<file path="config.mk">
export PLATFORM = sky130hd
export DESIGN_NAME = acc_element
export DESIGN_NICKNAME = d
export VERILOG_FILES = /design/src/rtl/acc_pe_pkg.sv /design/src/rtl/acc_rst_sync.sv /design/src/rtl/acc_dual_adder.sv /design/src/rtl/acc_alu.sv /design/src/rtl/acc_element.sv
export SDC_FILE = /design/constraint.sdc
export NUM_CORES = 1
export LEC_CHECK = 0
export BUFFER_PORTS_ARGS = -buffer_cell sky130_fd_sc_hd__clkbuf_2
export CAP_MARGIN = 30
export CELL_PAD_IN_SITES_DETAIL_PLACEMENT = 0
export CELL_PAD_IN_SITES_GLOBAL_PLACEMENT = 1
export CORE_MARGIN = 2
export CORE_UTILIZATION = 40
export CTS_CLUSTER_SIZE = 25
export DETAILED_ROUTE_END_ITERATION = 10
export PLACE_DENSITY_LB_ADDON = 0.1
export SYNTH_ARGS = -nofsm -noshare
export SYNTH_HDL_FRONTEND = slang
export SYNTH_SLANG_ARGS = --single-unit
</file>
<file path="constraint.sdc">
create_clock -name clk -period 10.6 [get_ports clk]
set_input_delay 0.53 -clock clk [delete_from_list [all_inputs] [get_ports clk]]
set_output_delay 0.53 -clock clk [all_outputs]
set_load 0.005 [all_outputs]
</file>
<file path="src/rtl/acc_pe_pkg.sv">
package acc_pe_pkg;
  typedef enum logic [2:0] {
    OP_HOLD  = 3'd0,
    OP_ADC   = 3'd1,
    OP_SBC   = 3'd2,
    OP_RRC   = 3'd3,
    OP_LOAD  = 3'd4,
    OP_STORE = 3'd5,
    OP_INC   = 3'd6,
    OP_DEC   = 3'd7
  } acc_op_e;

  localparam int unsigned DIGIT_W = 4;
endpackage

</file>
<file path="src/rtl/acc_rst_sync.sv">
module acc_rst_sync (
  input  logic clk,
  input  logic rst_n,
  output logic rst_q
);
  logic [1:0] stage_q;
  logic [1:0] stage_d;

  always_comb stage_d = {stage_q[0], 1'b1};

  always_ff @(posedge clk or negedge rst_n) begin
    if (!rst_n) stage_q <= 2'b00;
    else        stage_q <= stage_d;
  end

  assign rst_q = stage_q[1];
endmodule

</file>
<file path="src/rtl/acc_dual_adder.sv">
module acc_dual_adder #(
  parameter int unsigned W = 16
) (
  input  logic [W-1:0] a,
  input  logic [W-1:0] b,
  input  logic         cin,
  input  logic         dec,
  output logic [W-1:0] sum,
  output logic         cout
);
  import acc_pe_pkg::*;
  localparam int unsigned DIGITS = W / DIGIT_W;

  logic [W:0]      bin_full;
  logic [W-1:0]    dec_sum;
  logic [DIGITS:0] dc;

  assign bin_full = {1'b0, a} + {1'b0, b} + {{W{1'b0}}, cin};
  assign dc[0]    = cin;

  for (genvar g = 0; g < DIGITS; g++) begin : g_digit
    logic [DIGIT_W:0] raw;
    logic             fix;
    assign raw = {1'b0, a[g*DIGIT_W +: DIGIT_W]} + {1'b0, b[g*DIGIT_W +: DIGIT_W]}
               + {{DIGIT_W{1'b0}}, dc[g]};
    assign fix = (raw > 5'd9);
    assign dec_sum[g*DIGIT_W +: DIGIT_W] = fix ? (raw[DIGIT_W-1:0] + 4'd6) : raw[DIGIT_W-1:0];
    assign dc[g+1] = fix;
  end

  always_comb begin
    if (dec) begin
      sum  = dec_sum;
      cout = dc[DIGITS];
    end else begin
      sum  = bin_full[W-1:0];
      cout = bin_full[W];
    end
  end
endmodule

</file>
<file path="src/rtl/acc_alu.sv">
module acc_alu #(
  parameter int unsigned W = 16
) (
  input  logic [2:0]   op,
  input  logic         dec_mode,
  input  logic [W-1:0] acc,
  input  logic [W-1:0] bus_in,
  input  logic         carry_in,
  input  logic         zero_in,
  output logic [W-1:0] result,
  output logic         carry_out,
  output logic         zero_out,
  output logic         drive_en,
  output logic         active
);
  import acc_pe_pkg::*;
  localparam int unsigned DIGITS = W / DIGIT_W;

  acc_op_e     opc;
  logic [W-1:0] nines;
  logic [W-1:0] add_b;
  logic         add_c;
  logic         add_dec;
  logic [W-1:0] add_sum;
  logic         add_cout;

  assign opc = acc_op_e'(op);

  for (genvar g = 0; g < DIGITS; g++) begin : g_nines
    assign nines[g*DIGIT_W +: DIGIT_W] = 4'd9 - bus_in[g*DIGIT_W +: DIGIT_W];
  end

  always_comb begin
    add_b   = bus_in;
    add_c   = carry_in;
    add_dec = 1'b0;
    unique case (opc)
      OP_ADC: add_dec = dec_mode;
      OP_SBC: begin
        add_dec = dec_mode;
        add_b   = dec_mode ? nines : ~bus_in;
      end
      OP_INC: begin
        add_b = '0;
        add_c = 1'b1;
      end
      OP_DEC: begin
        add_b = '1;
        add_c = 1'b0;
      end
      default: ;
    endcase
  end

  acc_dual_adder #(.W(W)) u_adder (
    .a    (acc),
    .b    (add_b),
    .cin  (add_c),
    .dec  (add_dec),
    .sum  (add_sum),
    .cout (add_cout)
  );

  always_comb begin
    result    = acc;
    carry_out = carry_in;
    unique case (opc)
      OP_HOLD, OP_STORE: ;
      OP_LOAD: result = bus_in;
      OP_RRC: begin
        result    = {carry_in, acc[W-1:1]};
        carry_out = acc[0];
      end
      default: begin
        result    = add_sum;
        carry_out = add_cout;
      end
    endcase
  end

  always_comb begin
    drive_en = (opc == OP_STORE);
    active   = (opc != OP_HOLD);
    if (opc == OP_HOLD || opc == OP_STORE) zero_out = zero_in;
    else                                   zero_out = (result == '0);
  end
endmodule

</file>
<file path="src/rtl/acc_element.sv">
module acc_element #(
  parameter int unsigned W = 16
) (
  input  logic         clk,
  input  logic         rst_n,
  input  logic [2:0]   op,
  input  logic         dec_mode,
  input  logic [15:0]  bus_in,
  input  logic         carry_in,
  input  logic         zero_in,
  output logic [15:0]  acc_q,
  output logic         drive_en,
  output logic         carry_out,
  output logic         zero_out,
  output logic         active
);
  logic         rst_q;
  logic [W-1:0] acc_r;
  logic [W-1:0] acc_d;
  logic [W-1:0] alu_res;
  logic         acc_en;

  acc_rst_sync u_rst (
    .clk   (clk),
    .rst_n (rst_n),
    .rst_q (rst_q)
  );

  acc_alu #(.W(W)) u_alu (
    .op        (op),
    .dec_mode  (dec_mode),
    .acc       (acc_r),
    .bus_in    (bus_in[W-1:0]),
    .carry_in  (carry_in),
    .zero_in   (zero_in),
    .result    (alu_res),
    .carry_out (carry_out),
    .zero_out  (zero_out),
    .drive_en  (drive_en),
    .active    (active)
  );

  assign acc_en = active;

  always_comb begin
    acc_d = acc_r;
    if (acc_en) acc_d = alu_res;
  end

  always_ff @(posedge clk or negedge rst_q) begin
    if (!rst_q) acc_r <= '0;
    else        acc_r <= acc_d;
  end

  assign acc_q = acc_r;
endmodule

</file>
**Yosys cells after proc, flatten, opt, wreduce, memory -nomap -nowiden**

Cells that the tools add are included.

- Flip-flop bits (word level): 18
- Bits of input ports: 24
- Output and inout bits: 20
- Word-level logic and storage cells: 52

- Add/subtract/negate cells: 18
- $lt $le $gt $ge: 4
- Equal/unequal tests: 7
- Muxes and demuxes: 13
- Bitwise logic cells: 1
- Reductions and logical operators: 7

Operator list:

| operator | count |
|---|---|
| one-hot mux 16 bit (3 select lines) | 2 |
| 2-to-1 mux 16 bit | 2 |
| adder 4 x 4 -> 5 bit | 4 |
| adder 5 x 1 -> 5 bit | 4 |
| greater-than comparator 5 x 4 -> 1 bit, second input constant | 4 |
| adder 16 x 16 -> 17 bit | 1 |
| adder 17 x 1 -> 17 bit | 1 |
| adder 4 x 3 -> 4 bit, second input constant | 4 |
| zero test 16 bit | 1 |
| 2-to-1 mux 4 bit | 4 |
| inverter 16 bit | 1 |
| subtractor 4 bit, first input constant | 4 |
| == test 3 bit, second input constant | 4 |
| == test 3 x 2 -> 1 bit, second input constant | 2 |
| one-hot mux 1 bit (2 select lines) | 2 |
| OR reduction 2 bit | 2 |
| == test 3 x 1 -> 1 bit, second input constant | 1 |
| zero test 3 bit | 1 |
| 2-to-1 mux 1 bit | 3 |
| nonzero test 3 bit | 1 |
| OR reduction 3 bit | 1 |
| logical OR 1 bit | 1 |

**Depth between registers and ports, before layout**

- Depth in word-level cells: 17
- Depth in mapped cells: 45
- Mapped depth without buffers: 42

**By module**

A second synthesis with hierarchy kept.

- Cell total of the unflattened synthesis: 472
- Area total of the unflattened synthesis: 3781.1 µm²

Modules (own cells, without submodules):

| module | instances | cells each | area an instance (µm²) | sequential area each (µm²) |
|---|---|---|---|---|
| acc_dual_adder | 1 | 220 | 1596.5 | 0.0 |
| acc_alu | 1 | 215 | 1481.4 | 0.0 |
| acc_element | 1 | 34 | 649.4 | 400.4 |
| acc_rst_sync | 1 | 3 | 53.8 | 50.0 |

**Worst setup path before layout**

OpenSTA, ideal clock, no wires.

- Path kind: input to output
- From: input port op[1]
- To: output port zero_out
- Arrival time: 9466 ps
- Data required time: 10070 ps
- Path slack: 604 ps
- Stages on the path: 41
- Path buffers: 4
- Cells stage by stage: clkbuf_1 -> clkbuf_1 -> clkbuf_1 -> nand2_1 -> clkbuf_1 -> a22o_1 -> fa_1 -> inv_1 -> fa_1 -> xor2_1 -> ha_1 -> a32oi_1 -> a31oi_1 -> inv_1 -> fa_1 -> inv_1 -> fa_1 -> ha_1 -> [... 5 more ...] -> fa_1 -> xor2_1 -> ha_1 -> a21o_1 -> a31oi_1 -> fa_1 -> fa_1 -> xnor2_1 -> inv_1 -> ha_1 -> nand2_1 -> o21ai_0 -> o311ai_2 -> xor2_1 -> a21oi_1 -> a221oi_2 -> o2111ai_1 -> o21ai_1

- Word-level cells in the longest chain between the ends: 16
- Elaborated cells on any way between the ends: 40
- Those cells by class: add/sub (14); order compare (4); eq/ne (7); mux (10); reduce/logical (5)

RTL lines:

| element | line | text |
|---|---|---|
| from (decl) | acc_element.sv:6 | `input logic [2:0] op,` |
| == test 3 bit or == test 3 x 2 -> 1 bit (tied branches) | acc_alu.sv:37 | `unique case (opc)` |
| one-hot mux 16 bit (3 select lines) | acc_alu.sv:37 |  |
| adder 4 x 4 -> 5 bit | acc_dual_adder.sv:24 | `assign raw = {1'b0, a[g*DIGIT_W +: DIGIT_W]} + {1'b0, b[g*DIGIT_W +: DIGIT_W]}` |
| adder 5 x 1 -> 5 bit | acc_dual_adder.sv:25 | `+ {{DIGIT_W{1'b0}}, dc[g]};` |
| greater-than comparator 5 x 4 -> 1 bit | acc_dual_adder.sv:26 | `assign fix = (raw > 5'd9);` |
| adder 5 x 1 -> 5 bit | acc_dual_adder.sv:25 |  |
| greater-than comparator 5 x 4 -> 1 bit | acc_dual_adder.sv:26 |  |
| adder 5 x 1 -> 5 bit | acc_dual_adder.sv:25 |  |
| greater-than comparator 5 x 4 -> 1 bit | acc_dual_adder.sv:26 |  |
| adder 5 x 1 -> 5 bit | acc_dual_adder.sv:25 |  |
| adder 4 x 3 -> 4 bit or greater-than comparator 5 x 4 -> 1 bit (tied branches) | acc_dual_adder.sv:27, acc_dual_adder.sv:26 |  |
| 2-to-1 mux 4 bit | acc_dual_adder.sv:27 | `assign dec_sum[g*DIGIT_W +: DIGIT_W] = fix ? (raw[DIGIT_W-1:0] + 4'd6) : raw[DIGIT_W-1:0];` |
| 2-to-1 mux 16 bit | acc_dual_adder.sv:32 | `if (dec) begin` |
| one-hot mux 16 bit (3 select lines) | acc_alu.sv:67 | `unique case (opc)` |
| zero test 16 bit | acc_alu.sv:85 | `else zero_out = (result == '0);` |
| 2-to-1 mux 1 bit * | acc_alu.sv:84 | `if (opc == OP_HOLD \|\| opc == OP_STORE) zero_out = zero_in;` |
| to (decl) | acc_element.sv:14 | `output logic zero_out,` |

Every way passes the cells marked *; elsewhere a longest branch is shown, timed or not.

**Final worst setup path**

Ends and elaborated chain as after synthesis.

==> results.md <==
- The detailed router placed 3652 vias in this run.
- At the worst endpoint, the arrival time is 9.57 ns.
- In this run the static leakage power is 1.74 nW.
- The most frequent cell on the critical path is sky130_fd_sc_hd__inv_1.
- The area used by sequential logic in the layout is 450 µm².
- The most used standard cell by instance count after synthesis is sky130_fd_sc_hd__nor2_1.
- VDD sags by at most 196 µV.
- The total number of placement rows is 33.
- Of the total power, the share spent switching nets is 54.0%.
- The library cell with the largest summed area after synthesis is sky130_fd_sc_hd__dfrtp_1.
- The gate count after technology mapping is 449.
- After clock tree synthesis, the clock-pin slew on the worst setup and hold paths is 0.08 ns.
- The slew at the pin with the worst max-slew slack is 0.784 ns.
- STA classifies the critical path startpoint as an input port.
- On the final layout, the worst clock skew is 0.00127 ns.
- The global router's overall resource usage is 26.8%.
- On the critical path, the stage with the largest delay is an instance of sky130_fd_sc_hd__fa_1.
- After synthesis, the cell types taking the most area are sky130_fd_sc_hd__dfrtp_1 13%, sky130_fd_sc_hd__ha_1 9.3%, sky130_fd_sc_hd__a21oi_1 4.7%, sky130_fd_sc_hd__fa_1 4.7%, sky130_fd_sc_hd__nor2_1 4.3%.
- A synthesized cell averages 7.52 µm².
- The synthesized netlist devotes 35.7% of its cell area to compound gates.
- By area, the combinational part of the netlist is dominated by compound AO/OA/AOI/OAI gates.
- The first routing iteration left 322 violations.
- In the finished design, the share of the clock period the worst path needs comes to 95.3%.
- The commonest cells after synthesis are 39 x sky130_fd_sc_hd__nor2_1, 36 x sky130_fd_sc_hd__inv_1, 32 x sky130_fd_sc_hd__a21oi_1, 29 x sky130_fd_sc_hd__o21ai_0, 25 x sky130_fd_sc_hd__ha_1.
- Along the worst path, the maximum fanout reaches 12.
- The residual DRC count is 0.
- The run finished with clean final reports.
- The first-pass GRT wire length is 18600 µm.
- The number of slew-limit violations in the final report is 0.
- Measured against the total synthesized area, the mux share comes to 3.26%.
- The total area inside the core boundary comes to 8220 µm².
- Counting along the longest clock path gives a buffer depth of 2.
- The number of antenna violations at the first check in global routing is 0.
- Clock tree synthesis found a total of 18 sinks.
- In the synthesized netlist the async set-or-reset flop fraction comes to 100%.
- The average wire length per cell after detail routing is 20.5 µm.
- The kind of end point of the critical path is an output port.
- The antenna cell count is 0.
- TritonCTS built the clock tree.
- In this run the clock root is driven by a sky130_fd_sc_hd__clkbuf_8.
- Setup violations remaining at the end of the flow were counted as 0.
- The share of post-route cells with drive strength above 1 is 18.2%.
- The maximum level of the CTS H-tree is 1.
- The most used flip-flop cell after synthesis is sky130_fd_sc_hd__dfrtp_1.
- The hold violation total from the final report came to 0.
- OpenSTA, run right after detailed placement, puts the worst setup slack at 0.207 ns.
- The placed wire-length estimate after detailed placement is 9830 µm.
- The area growth from synthesis to layout is 13.2%.
- The category of the most critical setup path is in2out.
- Max-cap violations in this run came to 0.
- The clock latency on the worst-skew pair is 0.27 ns.
- Based on the critical path, the design can be clocked at up to 99.0 MHz.
- The minimum clock period after layout is 10.10 ns.
- STA puts the critical path data required time at 10.07 ns.
- In this run, synthesis inferred 0 flip-flops with an integrated enable.
- Measured along the y axis, the die boundary spans 95.9 µm.
- The overflow left after global routing is 0.
- The floorplan step set the die width to 95.9 µm.
- The combinational share of power is 83.7%.
- The fraction of the mapped netlist area in simple logic gates is 22.9%.
- The number of unique standard cell types used by synthesis is 73.
- The yosys synthesis warning count is 0.
- The number of routed nets with antenna violations is 0.
- The number of nets in the synthesized netlist is 506.
- Dividing total power by cell area gives a power density of 350 nW/µm².
- After synthesis the cells add up to 3370 µm².
- The internal power of the cells is 0.615 mW.
- The class of the worst hold path is in2async.
- Routability-driven placement finished with a final weighted congestion of 0.884.
- The final wirelength is 12200 µm.
- The largest net degree at the start of global routing is 21.
- The post-synthesis share of cell area spent on full adders, half adders and majority gates is 14.0%.
- In this design, the stage delay of the slowest critical-path cell is 0.52 ns.
- For this design the total switching power over the nets is 0.722 mW.
- The area of the die is 9190 µm².
- The number of buffers added to fix hold violations after cts is 0.
- The layout has 860 filler cells.
- The final layout contains 547 nets.
- Sequential elements use 13.3% of the synthesized area.
- In the final layout, the multi-input gates occupy 2730 µm².
- For this run, the number of standard cells in the final layout without fillers is 594.
- In the routed layout, each cell is associated on average with a via count of 6.15.
- The port buffer count is 43.
- Sequential cells account for 11.7% of the total power.
- The post-route worst setup slack is 0.496 ns.
- The synthesized netlist devotes 3.60% of its cell area to XOR and XNOR gates.
- The clock network power share is 4.6%.
- In this run, CTS created clock tree buffers numbering 3.
- The initial core utilization is 41.1%.
- Pin placement for this block handled 44 I/O pins.
- After detailed placement, the design holds a cell count of 588.
- The relative slew slack is 47.7%.
- The synthesized flop and latch total is 18.
- The via count of the first global-routing pass is 3338.
- The area share of the leading cell type in the synthesized netlist is 13.3%.
- The first detailed-routing pass took 5 iterations.
[routing by layer]
| layer | up-vias | track usage [%] | share of wire (%) |
|---|---|---|---|
| li1 | 1761 | - | - |
| met1 | 1764 | 41.0 | 50 |
| met2 | 122 | 42.2 | 44 |
| met3 | 5 | 1.72 | 5.4 |
| met4 | 0 | 3.93 | 0.50 |
| met5 | - | 0 | 0 |
[kinds of logic after synthesis]
| group | count (synthesis) |
|---|---|
| flops | 18 |
| buf+inv | 57 |
| fa+ha+maj | 33 |
| compound gates | 171 |
| simple gates | 145 |
| mux | 11 |
| other cells | 1 |
| xor+xnor | 13 |
[worst paths after layout]
| path | from | end | slack (ns) | depth (start not counted) |
|---|---|---|---|---|
| max | op[1] | zero_out | 0.50 | 40 |
| min | rst_n | u_rst.stage_q[0] | 0.03 | 1 |
| max reg2reg | acc_q[0] | acc_q[13] | 2.25 | 34 |
| min reg2reg | u_rst.stage_q[1] | acc_q[5] | 0.33 | 0 |
| max in group asynchronous | u_rst.stage_q[1] | acc_q[13] | 9.78 | 0 |
| min in group clk | u_rst.stage_q[0] | u_rst.stage_q[1] | 0.36 | 0 |
[power groups by stage]
stage	logic [mW]	clock network [mW]	registers, mW
floorplan	0.793	0	0.137
global route	1.23	0.0642	0.161
finish	1.12	0.0616	0.156
CTS	1.06	0.0610	0.155
detailed placement	1.05	0	0.156
global placement	1.04	0	0.157
[repair_timing]
item / CTS / global route
gates resized for setup: 0 / 10
endpoints found under the hold margin: 0 / 0
setup buffers: 0 / 2
endpoints found under the setup margin: 0 / 1
[placed cells by master, fill, tap and decap left out, types with 8 or more instances in the layout]
cell type	n
sky130_fd_sc_hd__nand2_1	22
sky130_fd_sc_hd__inv_1	36
sky130_fd_sc_hd__a22o_1	9
sky130_fd_sc_hd__a21oi_1	32
sky130_fd_sc_hd__o22ai_1	14
sky130_fd_sc_hd__o22a_1	8
sky130_fd_sc_hd__o21ai_0	29
sky130_fd_sc_hd__a22oi_1	12
sky130_fd_sc_hd__dfrtp_1	18
sky130_fd_sc_hd__clkbuf_2	42
sky130_fd_sc_hd__or3_1	8
sky130_fd_sc_hd__a21o_1	13
sky130_fd_sc_hd__buf_4	13
sky130_fd_sc_hd__nand2b_1	10
sky130_fd_sc_hd__ha_1	24
sky130_fd_sc_hd__nor2b_1	12
sky130_fd_sc_hd__mux2i_1	11
sky130_fd_sc_hd__nor2_1	39
sky130_fd_sc_hd__nor3_1	10
[stage by stage]
stage	utilization, %	cell area [µm²]	hold WS [ns]	power (mW)	setup TNS (ns)
global placement	45.1	3700	0.315	1.19	0
CTS	45.7	3760	0.0292	1.27	0
global route	46.5	3820	0.0202	1.46	-0.0131
finish	46.5	3820	0.0274	1.34	0
detailed placement	45.1	3700	0.318	1.21	0
floorplan	-	3370	0.200	0.930	0
[flip-flops by register name, indices dropped and copies added (netlist names)]
register       cells
u_rst.stage_q      2
acc_q             16
[critical path: cells and delay by family]
kind | cells | cell delay (ns)
buffers and inverters | 9 | 1.11
and+or+nand+nor | 4 | 0.70
AOI/OAI and AO/OA | 13 | 2.58
adders and majority gates | 11 | 4.05
xor gates and xnor gates | 3 | 0.58
[layout make-up]
cell class                      instances  share of cell area, %
Tap cell                              105                   3.44
Clock buffer                            4                   1.44
Inverter                               37                   3.64
Timing Repair Buffer                   56                   8.19
Sequential cell                        18                   11.8
Multi-Input combinational cell        374                   71.5
Note: power is estimated with default switching activity, not from simulation.
